<file path="config.mk">
export PLATFORM = sky130hd
export DESIGN_NAME = usb_data_pkt_ser
export DESIGN_NICKNAME = d
export VERILOG_FILES = /design/src/rtl/usb_ser_pkg.sv /design/src/rtl/usb_crc16_byte.sv /design/src/rtl/usb_pid_sel.sv /design/src/rtl/usb_data_pkt_ser.sv
export SDC_FILE = /design/constraint.sdc
export NUM_CORES = 1
export LEC_CHECK = 0
export ABC_CLOCK_PERIOD_IN_PS = 2070
export BUFFER_PORTS_ARGS = -buffer_cell sky130_fd_sc_hd__buf_2
export CORE_UTILIZATION = 52
export DETAILED_ROUTE_END_ITERATION = 8
export GPL_ROUTABILITY_DRIVEN = 0
export PLACE_DENSITY = 0.8
export SYNTH_ARGS = -nofsm -noshare
export SYNTH_HDL_FRONTEND = slang
export SYNTH_HIERARCHICAL = 1
export SYNTH_SLANG_ARGS = --single-unit
</file>
<file path="constraint.sdc">
create_clock -name clk -period 2.07 [get_ports clk]
set_clock_uncertainty 0.05 [all_clocks]
set_input_delay 0.1035 -clock clk [delete_from_list [all_inputs] [get_ports clk]]
set_output_delay 0.1035 -clock clk [all_outputs]
set_load 0.02 [all_outputs]
</file>
<file path="src/rtl/usb_ser_pkg.sv">
package usb_ser_pkg;
    localparam int BYTE_W = 8;
    localparam int CRC_W  = 16;
    localparam int PID_W  = 4;

    localparam logic [PID_W-1:0] PID_DATA0 = 4'b0011;
    localparam logic [PID_W-1:0] PID_DATA1 = 4'b1011;

    localparam logic [CRC_W-1:0] CRC_SEED      = 16'hFFFF;
    localparam logic [CRC_W-1:0] CRC_POLY_REFL = 16'hA001;

    typedef enum logic [2:0] {
        ST_IDLE,
        ST_DATA,
        ST_CRC_HI,
        ST_EOP,
        ST_ABORT
    } ser_state_e;

    typedef struct packed {
        ser_state_e        state;
        logic [CRC_W-1:0]  crc;
        logic [BYTE_W-1:0] tx_byte;
        logic              tx_valid;
        logic              stuff_err;
        logic              eop;
        logic              done;
        logic              aborted;
        logic              last_clr;
    } ser_regs_t;
endpackage

</file>
<file path="src/rtl/usb_crc16_byte.sv">
module usb_crc16_byte #(
    parameter int              W    = 16,
    parameter int              DW   = 8,
    parameter logic [W-1:0]    POLY = 16'hA001
) (
    input  logic [W-1:0]  crc_i,
    input  logic [DW-1:0] data_i,
    output logic [W-1:0]  crc_o
);
    always_comb begin
        logic [W-1:0] c;
        c = crc_i;
        for (int i = 0; i < DW; i++) begin
            if (c[0] ^ data_i[i]) begin
                c = (c >> 1) ^ POLY;
            end else begin
                c = c >> 1;
            end
        end
        crc_o = c;
    end
endmodule

</file>
<file path="src/rtl/usb_pid_sel.sv">
module usb_pid_sel
    import usb_ser_pkg::*;
(
    input  logic              toggle_i,
    input  logic              iso_i,
    output logic [BYTE_W-1:0] pid_byte_o
);
    logic [PID_W-1:0] code;

    always_comb begin
        code       = (toggle_i && !iso_i) ? PID_DATA1 : PID_DATA0;
        pid_byte_o = {~code, code};
    end
endmodule

</file>
<file path="src/rtl/usb_data_pkt_ser.sv">
module usb_data_pkt_ser
    import usb_ser_pkg::*;
(
    input  logic        clk,
    input  logic        rst_n,
    input  logic        start_i,
    input  logic        toggle_i,
    input  logic        iso_i,
    input  logic        fifo_empty_i,
    input  logic [7:0]  fifo_data_i,
    output logic        fifo_rd_o,
    input  logic        last_i,
    output logic        last_clr_o,
    output logic [7:0]  tx_byte_o,
    output logic        tx_valid_o,
    output logic        stuff_err_o,
    output logic        eop_o,
    output logic        done_o,
    output logic        aborted_o
);
    ser_regs_t         r_q, r_d;
    logic [BYTE_W-1:0] pid_byte;
    logic [CRC_W-1:0]  crc_next;
    logic [CRC_W-1:0]  crc_fin;

    usb_pid_sel u_pid (
        .toggle_i   (toggle_i),
        .iso_i      (iso_i),
        .pid_byte_o (pid_byte)
    );

    usb_crc16_byte #(
        .W    (CRC_W),
        .DW   (BYTE_W),
        .POLY (CRC_POLY_REFL)
    ) u_crc (
        .crc_i  (r_q.crc),
        .data_i (fifo_data_i),
        .crc_o  (crc_next)
    );

    assign crc_fin = ~r_q.crc;

    always_comb begin
        r_d           = r_q;
        r_d.tx_valid  = 1'b0;
        r_d.stuff_err = 1'b0;
        r_d.eop       = 1'b0;
        r_d.done      = 1'b0;
        r_d.aborted   = 1'b0;
        r_d.last_clr  = 1'b0;
        fifo_rd_o     = 1'b0;
        case (r_q.state)
            ST_IDLE: begin
                if (start_i) begin
                    r_d.crc      = CRC_SEED;
                    r_d.tx_byte  = pid_byte;
                    r_d.tx_valid = 1'b1;
                    r_d.state    = ST_DATA;
                end
            end
            ST_DATA: begin
                if (!fifo_empty_i) begin
                    fifo_rd_o    = 1'b1;
                    r_d.crc      = crc_next;
                    r_d.tx_byte  = fifo_data_i;
                    r_d.tx_valid = 1'b1;
                end else if (last_i) begin
                    r_d.tx_byte  = crc_fin[BYTE_W-1:0];
                    r_d.tx_valid = 1'b1;
                    r_d.state    = ST_CRC_HI;
                end else begin
                    r_d.stuff_err = 1'b1;
                    r_d.state     = ST_ABORT;
                end
            end
            ST_CRC_HI: begin
                r_d.tx_byte  = crc_fin[CRC_W-1:BYTE_W];
                r_d.tx_valid = 1'b1;
                r_d.state    = ST_EOP;
            end
            ST_EOP: begin
                r_d.eop      = 1'b1;
                r_d.done     = 1'b1;
                r_d.last_clr = 1'b1;
                r_d.state    = ST_IDLE;
            end
            ST_ABORT: begin
                r_d.eop     = 1'b1;
                r_d.done    = 1'b1;
                r_d.aborted = 1'b1;
                r_d.state   = ST_IDLE;
            end
            default: r_d.state = ST_IDLE;
        endcase
    end

    always_ff @(posedge clk) begin
        if (!rst_n) begin
            r_q <= '{state: ST_IDLE, crc: CRC_SEED, tx_byte: '0, default: 1'b0};
        end else begin
            r_q <= r_d;
        end
    end

    assign tx_byte_o   = r_q.tx_byte;
    assign tx_valid_o  = r_q.tx_valid;
    assign stuff_err_o = r_q.stuff_err;
    assign eop_o       = r_q.eop;
    assign done_o      = r_q.done;
    assign aborted_o   = r_q.aborted;
    assign last_clr_o  = r_q.last_clr;

    assert_strobes_excl_R11: assert property (@(posedge clk) disable iff (!rst_n)
        $onehot0({tx_valid_o, stuff_err_o, eop_o}));

    assert_pid_after_start_R2: assert property (@(posedge clk) disable iff (!rst_n)
        (r_q.state == ST_IDLE && start_i) |=>
            (tx_valid_o && (tx_byte_o == 8'hC3 || tx_byte_o == 8'h4B)));

    assert_iso_data0_R3: assert property (@(posedge clk) disable iff (!rst_n)
        (r_q.state == ST_IDLE && start_i && iso_i) |=> (tx_byte_o == 8'hC3));

    assert_pop_nonempty_R4: assert property (@(posedge clk) disable iff (!rst_n)
        fifo_rd_o |-> !fifo_empty_i);

    assert_clr_on_clean_eop_R7: assert property (@(posedge clk) disable iff (!rst_n)
        last_clr_o |-> (eop_o && done_o && !aborted_o));

    assert_stuff_then_eop_R8: assert property (@(posedge clk) disable iff (!rst_n)
        stuff_err_o |=> (eop_o && aborted_o && !last_clr_o));

    assert_eop_is_done_R7: assert property (@(posedge clk) disable iff (!rst_n)
        eop_o |-> done_o);
endmodule

</file>
* Word level (Yosys, flattened, before mapping)
Cells that the tools add are included.
** Storage, ports and cells
- Register bits :: 33
- Input port bits :: 15
- Output and inout bits :: 15
- Word-level logic and storage cells :: 69
** Operators by class
- Equality and inequality tests :: 8
- Muxes and demuxes :: 24
- Bitwise gates (word level) :: 18
- Reduce and logical (&&, ||, !) cells :: 10
** Operators with widths (number)
- two-way mux 16 bit :: 9
- case mux 16 bit (2 select lines) :: 1
- two-way mux 28 bit :: 1
- case mux 9 bit (3 select lines) :: 1
- NOT 2 -> 3 bit :: 8
- two-way mux 9 bit :: 2
- NOT 16 bit :: 1
- case mux 3 bit (3 select lines) :: 1
- AND reduction 3 bit :: 3
- XOR 1 bit :: 8
- equality test 3 x 2 -> 1 bit (second input constant) :: 2
- two-way mux 3 bit :: 2
- != test 2 bit (second input constant) :: 3
- two-way mux 1 bit :: 5
- two-way mux 4 bit :: 1
- NOT 4 bit :: 1
- equality test 3 x 1 -> 1 bit (second input constant) :: 1
- equality test 3 bit (second input constant) :: 1
- logical NOT 3 bit :: 1
- != test 3 bit (second input constant) :: 1
- nonzero test 3 bit :: 1
- two-way mux 2 bit :: 1
- AND reduction 2 bit :: 1
- nonzero test 2 bit :: 1
- 3 further kinds :: 3

* Depth between registers and ports, before layout
Gate-level depths: netlist of the first run.
- Depth after elaboration :: 18
- Depth in mapped cells :: 7
- Depth with buffers taken out :: 6

* Modules after synthesis
The synthesis of the first run kept the hierarchy.
** By module, submodules not included
- usb_data_pkt_ser :: instances 1, cells each 203, area an instance 1785.5 sq um, sequential area each 640.6 sq um
- usb_crc16_byte :: instances 1, cells each 26, area an instance 251.5 sq um, sequential area each 0.0 sq um
- usb_pid_sel :: instances 1, cells each 10, area an instance 65.1 sq um, sequential area each 0.0 sq um

* Worst setup path after synthesis of the first run
OpenSTA, ideal clock, no wires.
- Kind :: flip-flop to flip-flop
- Start :: reg r_q[17] (netlist name)
- End :: reg r_q[14] (netlist name)
- Library setup time :: 0.141 ns
- Arrival :: 1.773 ns
- Data required time :: 1.879 ns
- Path slack :: 0.105 ns
- Cell stages (with the launch flop) :: 7
- Buffers on the path :: 0
- Period minus slack after synthesis :: 1.965 ns
- Cells stage by stage :: dfxtp_1 -> xor2_1 -> xnor2_1 -> xor3_2 -> xnor3_1 -> a21oi_2 -> o211ai_1
** Between the ends
- Cells in the longest elaborated chain, start to end :: 16
** RTL lines
- from (decl) :: RTL line usb_data_pkt_ser.sv:21 : ser_regs_t r_q, r_d;
- from (signal assigned) :: RTL line usb_data_pkt_ser.sv:102 : r_q <= r_d;
- two-way mux 16 bit (*) (2 in series) :: RTL line usb_crc16_byte.sv:14 : if (c[0] ^ data_i[i]) begin
- NOT 2 -> 3 bit (no source line)
- two-way mux 16 bit (*) :: RTL line usb_crc16_byte.sv:14
- XOR 1 bit (*) :: RTL line usb_crc16_byte.sv:14
- two-way mux 16 bit (*) :: RTL line usb_crc16_byte.sv:14
- XOR 1 bit (*) :: RTL line usb_crc16_byte.sv:14
- two-way mux 16 bit (*) :: RTL line usb_crc16_byte.sv:14
- XOR 1 bit (*) :: RTL line usb_crc16_byte.sv:14
- two-way mux 16 bit (*) :: RTL line usb_crc16_byte.sv:14
- XOR 1 bit (*) :: RTL line usb_crc16_byte.sv:14
- two-way mux 16 bit (*) :: RTL line usb_crc16_byte.sv:14
- XOR 1 bit (*) :: RTL line usb_crc16_byte.sv:14
- two-way mux 16 bit (*) :: RTL line usb_crc16_byte.sv:14
- net crc_next[0] :: RTL line usb_data_pkt_ser.sv:23 : logic [CRC_W-1:0] crc_next;
- two-way mux 16 bit (*) :: RTL line usb_data_pkt_ser.sv:63 : if (!fifo_empty_i) begin
- case mux 16 bit (2 select lines) (*) :: RTL line usb_data_pkt_ser.sv:53 : case (r_q.state)
Mark *: on every way through the listed nets, which the timed path passes. The rest lies on a longest branch. The select of a mux whose other input is x is not followed.
A chain may end at the register's enable or synchronous reset.

* Worst setup path in the final report of the first run
- Start :: reg r_q[19] (netlist name)
- End :: reg r_q[28] (netlist name)
** Between the ends
- Cells in the longest elaborated chain, start to end :: 13
** RTL lines (RTL line)
- two-way mux 16 bit (*) (4 in series) :: usb_crc16_byte.sv:14
- NOT 2 -> 3 bit (no source line)
- two-way mux 16 bit (*) :: usb_crc16_byte.sv:14
- XOR 1 bit (*) :: usb_crc16_byte.sv:14
- two-way mux 16 bit (*) :: usb_crc16_byte.sv:14
- XOR 1 bit (*) :: usb_crc16_byte.sv:14
- two-way mux 16 bit (*) (2 in series) :: usb_crc16_byte.sv:14
- net crc_next[14] :: usb_data_pkt_ser.sv:23
- two-way mux 16 bit (*) :: usb_data_pkt_ser.sv:63
- case mux 16 bit (2 select lines) (*) :: usb_data_pkt_ser.sv:53
Marked as above.

==> qor.csv, run 1 <==
metric,value,unit
critical path class,reg -> reg,
Hold Crit Depth,3,
initial antenna violation count,0,
"Hold-fix buffers, CTS",0,
Power per Cell Area,867,nW/um^2
Clock Power Share,25.3,%
Seq pwr share,37.4,%
Max Fclk,0.510,GHz
hpwl dp,2870,um
combinational power share,37.2,%
Die X,65.6,um
reg-to-reg setup timing slack,110,ps
R2R depth,7,
Final Hold Vio Count,0,
crit path max-delay cell type,xor3_2,
# rows,22,
Slew @ Worst Pin,1170,ps
CP Max Fanout,3,
WL/cell,14.6,um
maximum number of pins on one net before global-route repair,33,
worst path required time,2160,ps
CTS root buffer,clkbuf_8,
worst path cell trace,xnor2_2 -> xor2_1 -> xor3_2 -> buf_4 -> xnor2_1 -> a21oi_2 -> o211ai_1,
Syn Inst Count,239,
first-pass GRT wire length,7100,um
buffers plus inverters on the worst setup path,1,
leakage power,0.00103,uW
final wirelength,4380,um
Antenna diodes,0,
DRC viols,0,
VDD IR max,0.460,mV
vias in the first global route,1475,
Initial Util,55.7,%
port bufs,29,
r2r startpoint,r_q[19],
number of CTS-inserted buffers,5,
"FF+latch count, synth",32,
P_int,1330,uW
drt first pass iters,4,
Max Buffers Root-to-Sink,2,
vias,1663,
Hold WC Path Type,in -> reg,
final period utilization,94.7,%
library cells used by synthesis,31,
RSZ-0062 raised after global routing,false,
most frequent cells in the layout,"30 x dfxtp_1, 29 x buf_2, 26 x nor2b_1",
share of cells above drive strength 1,27.8,%
"most common cell after layout, fill and taps aside",dfxtp_1,
Worst-path clk slew,70,ps
"Clk Latency, worst-skew pair",290,ps
Vert. Die Dim,65.6,um
Hold Path End,r_q[31],
final setup TNS,0,ps
Ports,30,
core area,3770,sq um
setup violators final,0,
Crit path depth,7,
crit end category,flop,
area grow syn2layout,9.23,%
MaxCap Viol Count,0,
slowest cell delay on critical path,480,ps
CP Launch Type,flop,
Synth Cell Area,2100,sq um
sw frac,33.4,%
post-route ant nets,0,
Worst path top cell family by delay,XOR/XNOR gates,
critical path data arrival time,2050,ps
GRT Util Overall,22.2,%
H-tree levels,2,
"Remaining Overflow, GRT",0,
final net count,266,
switching power,665,uW
Avg Inst Size Synth,8.80,sq um
"Seq/Total Area, Yosys",30.5,%
status,completed,
HP Start,last_i,
worst flop-to-flop path endpoint,r_q[28],
CTS tree,yes,
relative slew slack,21.6,%
Final Max Tran Viols,0,
clock sinks,32,
fin util,60.9,%
Final Critical Period,1960,ps
die area,4300,sq um
starting DRC count in detailed routing,190,
vias per std cell,5.54,
Synthesis Warnings,6,
[cell type report]
| cell class | instances | area, sq um |
|---|---|---|
| tap | 48 | 60.1 |
| fill | 340 | 1480 |
| clock buffer | 6 | 82.6 |
| clock inverter | 2 | 10.0 |
| timing repair buffer | 39 | 233 |
| sequential | 32 | 643 |
| multi-input combinational | 173 | 1270 |
[worst reg2reg max path, stage by stage, from the launching register on]
cell      delay [ps]
dfxtp_2          340
xnor2_2          180
xor2_1           220
xor3_2           480
buf_4            160
xnor2_1          140
a21oi_2          160
o211ai_1          90
[metrics by stage]
stage	area [sq um]	hold slack [ps]	std cells	power [uW]	setup slack [ps]
CTS	2230	79.9	297	1950	8.12
finish	2300	87.4	300	1990	110
global route	2300	101	300	2100	1.53
floorplan	2120	223	243	1360	105
global placement	2130	380	289	1430	52.9
detailed placement	2130	383	289	1440	1.61
[Yosys cell counts, drive strengths merged]
master,n,share of area [%]
dfxtp,32,30
buf,29,11
nor2b,27,8.2
o211ai,24,8.6
nand2,20,3.6
a21oi,18,6.1
xnor2,15,6.3
o21ai,12,3.0
clkbuf,10,1.8
and3b,9,3.8
nand4b,9,3.8
o211a,8,3.8
nand2b,5,1.5
nor2,4,0.71
xor2,4,1.7
and3,3,0.89
conb,2,0.36
a21o,1,0.36
and2,1,0.30
and2b,1,0.36
nor3,1,0.24
nor3b,1,0.89
o21bai,1,0.36
xnor3,1,1.1
xor3,1,1.2
[kinds of logic (layout without fill, tap and decap cells)]
| group | after synthesis | count (layout) | share of synthesized area (%) |
|---|---|---|---|
| and+or+nand+nor | 81 | 82 | 24.1 |
| DFF | 32 | 32 | 30.5 |
| other | 2 | 6 | 0.357 |
| AOI/OAI and AO/OA | 64 | 64 | 22.2 |
| xor gates and xnor gates | 21 | 21 | 10.2 |
| buffers and inverters | 39 | 47 | 12.7 |
[sequential cells by signal, indices dropped and copies added, names as in the netlist]
register     cells
stuff_err_o      1
tx_byte_o        8
r_q             19
tx_valid_o       1
eop_o            1
aborted_o        1
last_clr_o       1
[power groups by stage]
stage               logic [uW]  registers, uW  clock network [uW]
floorplan                  621            742                   0
global placement           679            749                   0
detailed placement         691            752                   0
CTS                        696            739                 516
global route               809            755                 538
finish                     741            746                 504
[routing by layer]
layer / vias to the layer above / GRT usage, % / wire (um)
met1: 775 / 29.7 / 1970
met2: 49 / 34.5 / 2070
met5: - / 0 / 0
met4: 0 / 9.78 / 68
li1: 834 / - / -
met3: 5 / 4.17 / 274
[worst max-delay path by stage]
stage                 start  endpoint  slack (ps)
floorplan           r_q[17]   r_q[14]         110
global placement    r_q[17]   r_q[14]          50
detailed placement  r_q[17]   r_q[14]           2
CTS                 r_q[15]   r_q[14]           8
global route        r_q[19]   r_q[29]           2
finish              r_q[19]   r_q[28]         110
[what timing repair did]
| item | in CTS | in global routing |
|---|---|---|
| pin swaps | 0 | 6 |
| buffers inserted | 0 | 2 |
| resized for setup | 1 | 7 |
| setup endpoints to repair | 1 | 23 |
| cloned | 0 | 1 |
| hold endpoints to repair | 0 | 0 |
No activity file was read; power rests on OpenSTA's default activity.
==> inputs of run 2 (changes only) <==
- PLACE_DENSITY: 0.8 -> 0.76
==> run 2 against run 1 <==
Register-to-register slack worse by 60 ps; non-clock buffer count down 3; core utilization shrank 0.83 points; final cell count down 1.3%; sequential power is essentially flat.
==> qor.csv, run 2 (synthesized netlist as in run 1, its figures left out) <==
metric,value,unit
most frequent cells in the layout,"32 x dfxtp_1, 29 x buf_2, 26 x nor2b_1",
vias,1610,
Top reg by flops,r_q,
reg-to-reg setup timing slack,50,ps
Initial Util,55.7,%
WL/cell,14.2,um
final hold slack,94.0,ps
pre-CTS setup slack,54.5,ps
sw frac,31.6,%
"most common cell after layout, fill and taps aside",dfxtp_1,
P_int,1410,uW
hpwl dp,2830,um
status,completed,
final net count,262,
VDD IR max,0.491,mV
maximum number of pins on one net before global-route repair,33,
"Clk Latency, worst-skew pair",280,ps
first-pass GRT wire length,6890,um
CTS root buffer,clkbuf_8,
clock sinks,32,
final worst setup slack,48.8,ps
Antenna diodes,0,
final instance area,2260,sq um
crit path max-delay cell type,xor3_2,
worst path cell trace,xor2_2 -> xnor2_1 -> xor3_2 -> xnor3_1 -> a21oi_2 -> o211ai_1,
GRT Util Overall,21.1,%
CTS tree,yes,
leakage power,0.00101,uW
switching power,651,uW
Worst Setup SP,r_q[17],
"Remaining Overflow, GRT",0,
R2R depth,6,
post-route ant nets,0,
Die X,65.6,um
MaxCap Viol Count,0,
DRC viols,0,
Seq pwr share,36.2,%
Worst-path clk slew,70,ps
port bufs,29,
# rows,22,
r2r startpoint,r_q[17],
CP Launch Type,flop,
Ports,30,
critical path class,reg -> reg,
max FFs per register,19,
relative slew slack,41.2,%
Slew @ Worst Pin,878,ps
Final Max Tran Viols,0,
Final Critical Period,2020,ps
starting DRC count in detailed routing,104,
number of CTS-inserted buffers,5,
Clock Power Share,28.6,%
dpl cell area,2110,sq um
Max Buffers Root-to-Sink,2,
final wirelength,4200,um
core area,3770,sq um
Final Hold Vio Count,0,
final period utilization,97.6,%
area of the multi-input gates,1250,sq um
Final Power,2060,uW
vias in the first global route,1479,
"Hold-fix buffers, CTS",0,
Power per Cell Area,911,nW/um^2
Reg area,641,sq um
worst path required time,2150,ps
critical path data arrival time,2100,ps
area grow syn2layout,7.74,%
initial antenna violation count,0,
drt first pass iters,4,
Worst Setup EP,r_q[14],
combinational power share,35.2,%
vias per std cell,5.44,
worst flop-to-flop path endpoint,r_q[14],
CP Max Fanout,3,
share of cells above drive strength 1,25.8,%
Hold WC Path Type,in -> reg,
H-tree levels,2,
setup violators final,0,
Max Fclk,0.495,GHz
filler cell count,332,
slowest cell delay on critical path,490,ps
crit end category,flop,
die area,4300,sq um
Vert. Die Dim,65.6,um
-- run 2: power by group through the flow --
stage	Clock (uW)	Combinational, uW	Sequential, uW
final	590	726	747
after global routing	630	797	755
after CTS	601	705	741
after detailed placement	0	700	755
after global placement	0	696	752
after floorplan	0	621	742
-- run 2: final cells by class --
class | instances | area share, %
Clock buffer | 5 | 3.04
Tap cell | 48 | 2.65
Timing Repair Buffer | 36 | 8.73
Clock inverter | 3 | 1.88
Sequential cell | 32 | 28.3
Multi-Input combinational cell | 172 | 55.4
-- run 2: critical path, delay by kind of cell, from the launching register on --
kind            cells  cell delay, ps
compound gates      2             210
xor+xnor            4            1220
flops               1             390
-- run 2: worst min path at each step --
stage | startpoint | end | slack, ps | depth (start not counted)
after CTS | last_i | r_q[31] | 90 | 3
after floorplan | last_i | r_q[31] | 220 | 2
final | last_i | r_q[31] | 90 | 3
after detailed placement | last_i | r_q[31] | 390 | 3
after global placement | last_i | r_q[31] | 390 | 3
after global routing | last_i | r_q[31] | 110 | 3
-- run 2: what timing repair did --
action / in CTS / in global routing
resized for setup: 0 / 6
endpoints found under the setup margin: 0 / 3
buffers inserted: 0 / 0
-- run 2: metrics by stage --
step	setup TNS [ps]	util, %	std cells
final	0	60.1	296
after global routing	-42.6	60.1	296
after CTS	0	58.9	296
after detailed placement	0	55.9	288
after global placement	0	55.9	288
after floorplan	0	-	243
-- run 2: per-layer routing --
layer | vias to the layer above | GRT usage [%] | routed length [um]
met2 | 22 | 33.6 | 1980
met1 | 763 | 27.8 | 2080
met3 | 5 | 4.69 | 97
met5 | - | 0 | 0
met4 | 0 | 7.61 | 51
li1 | 820 | - | -
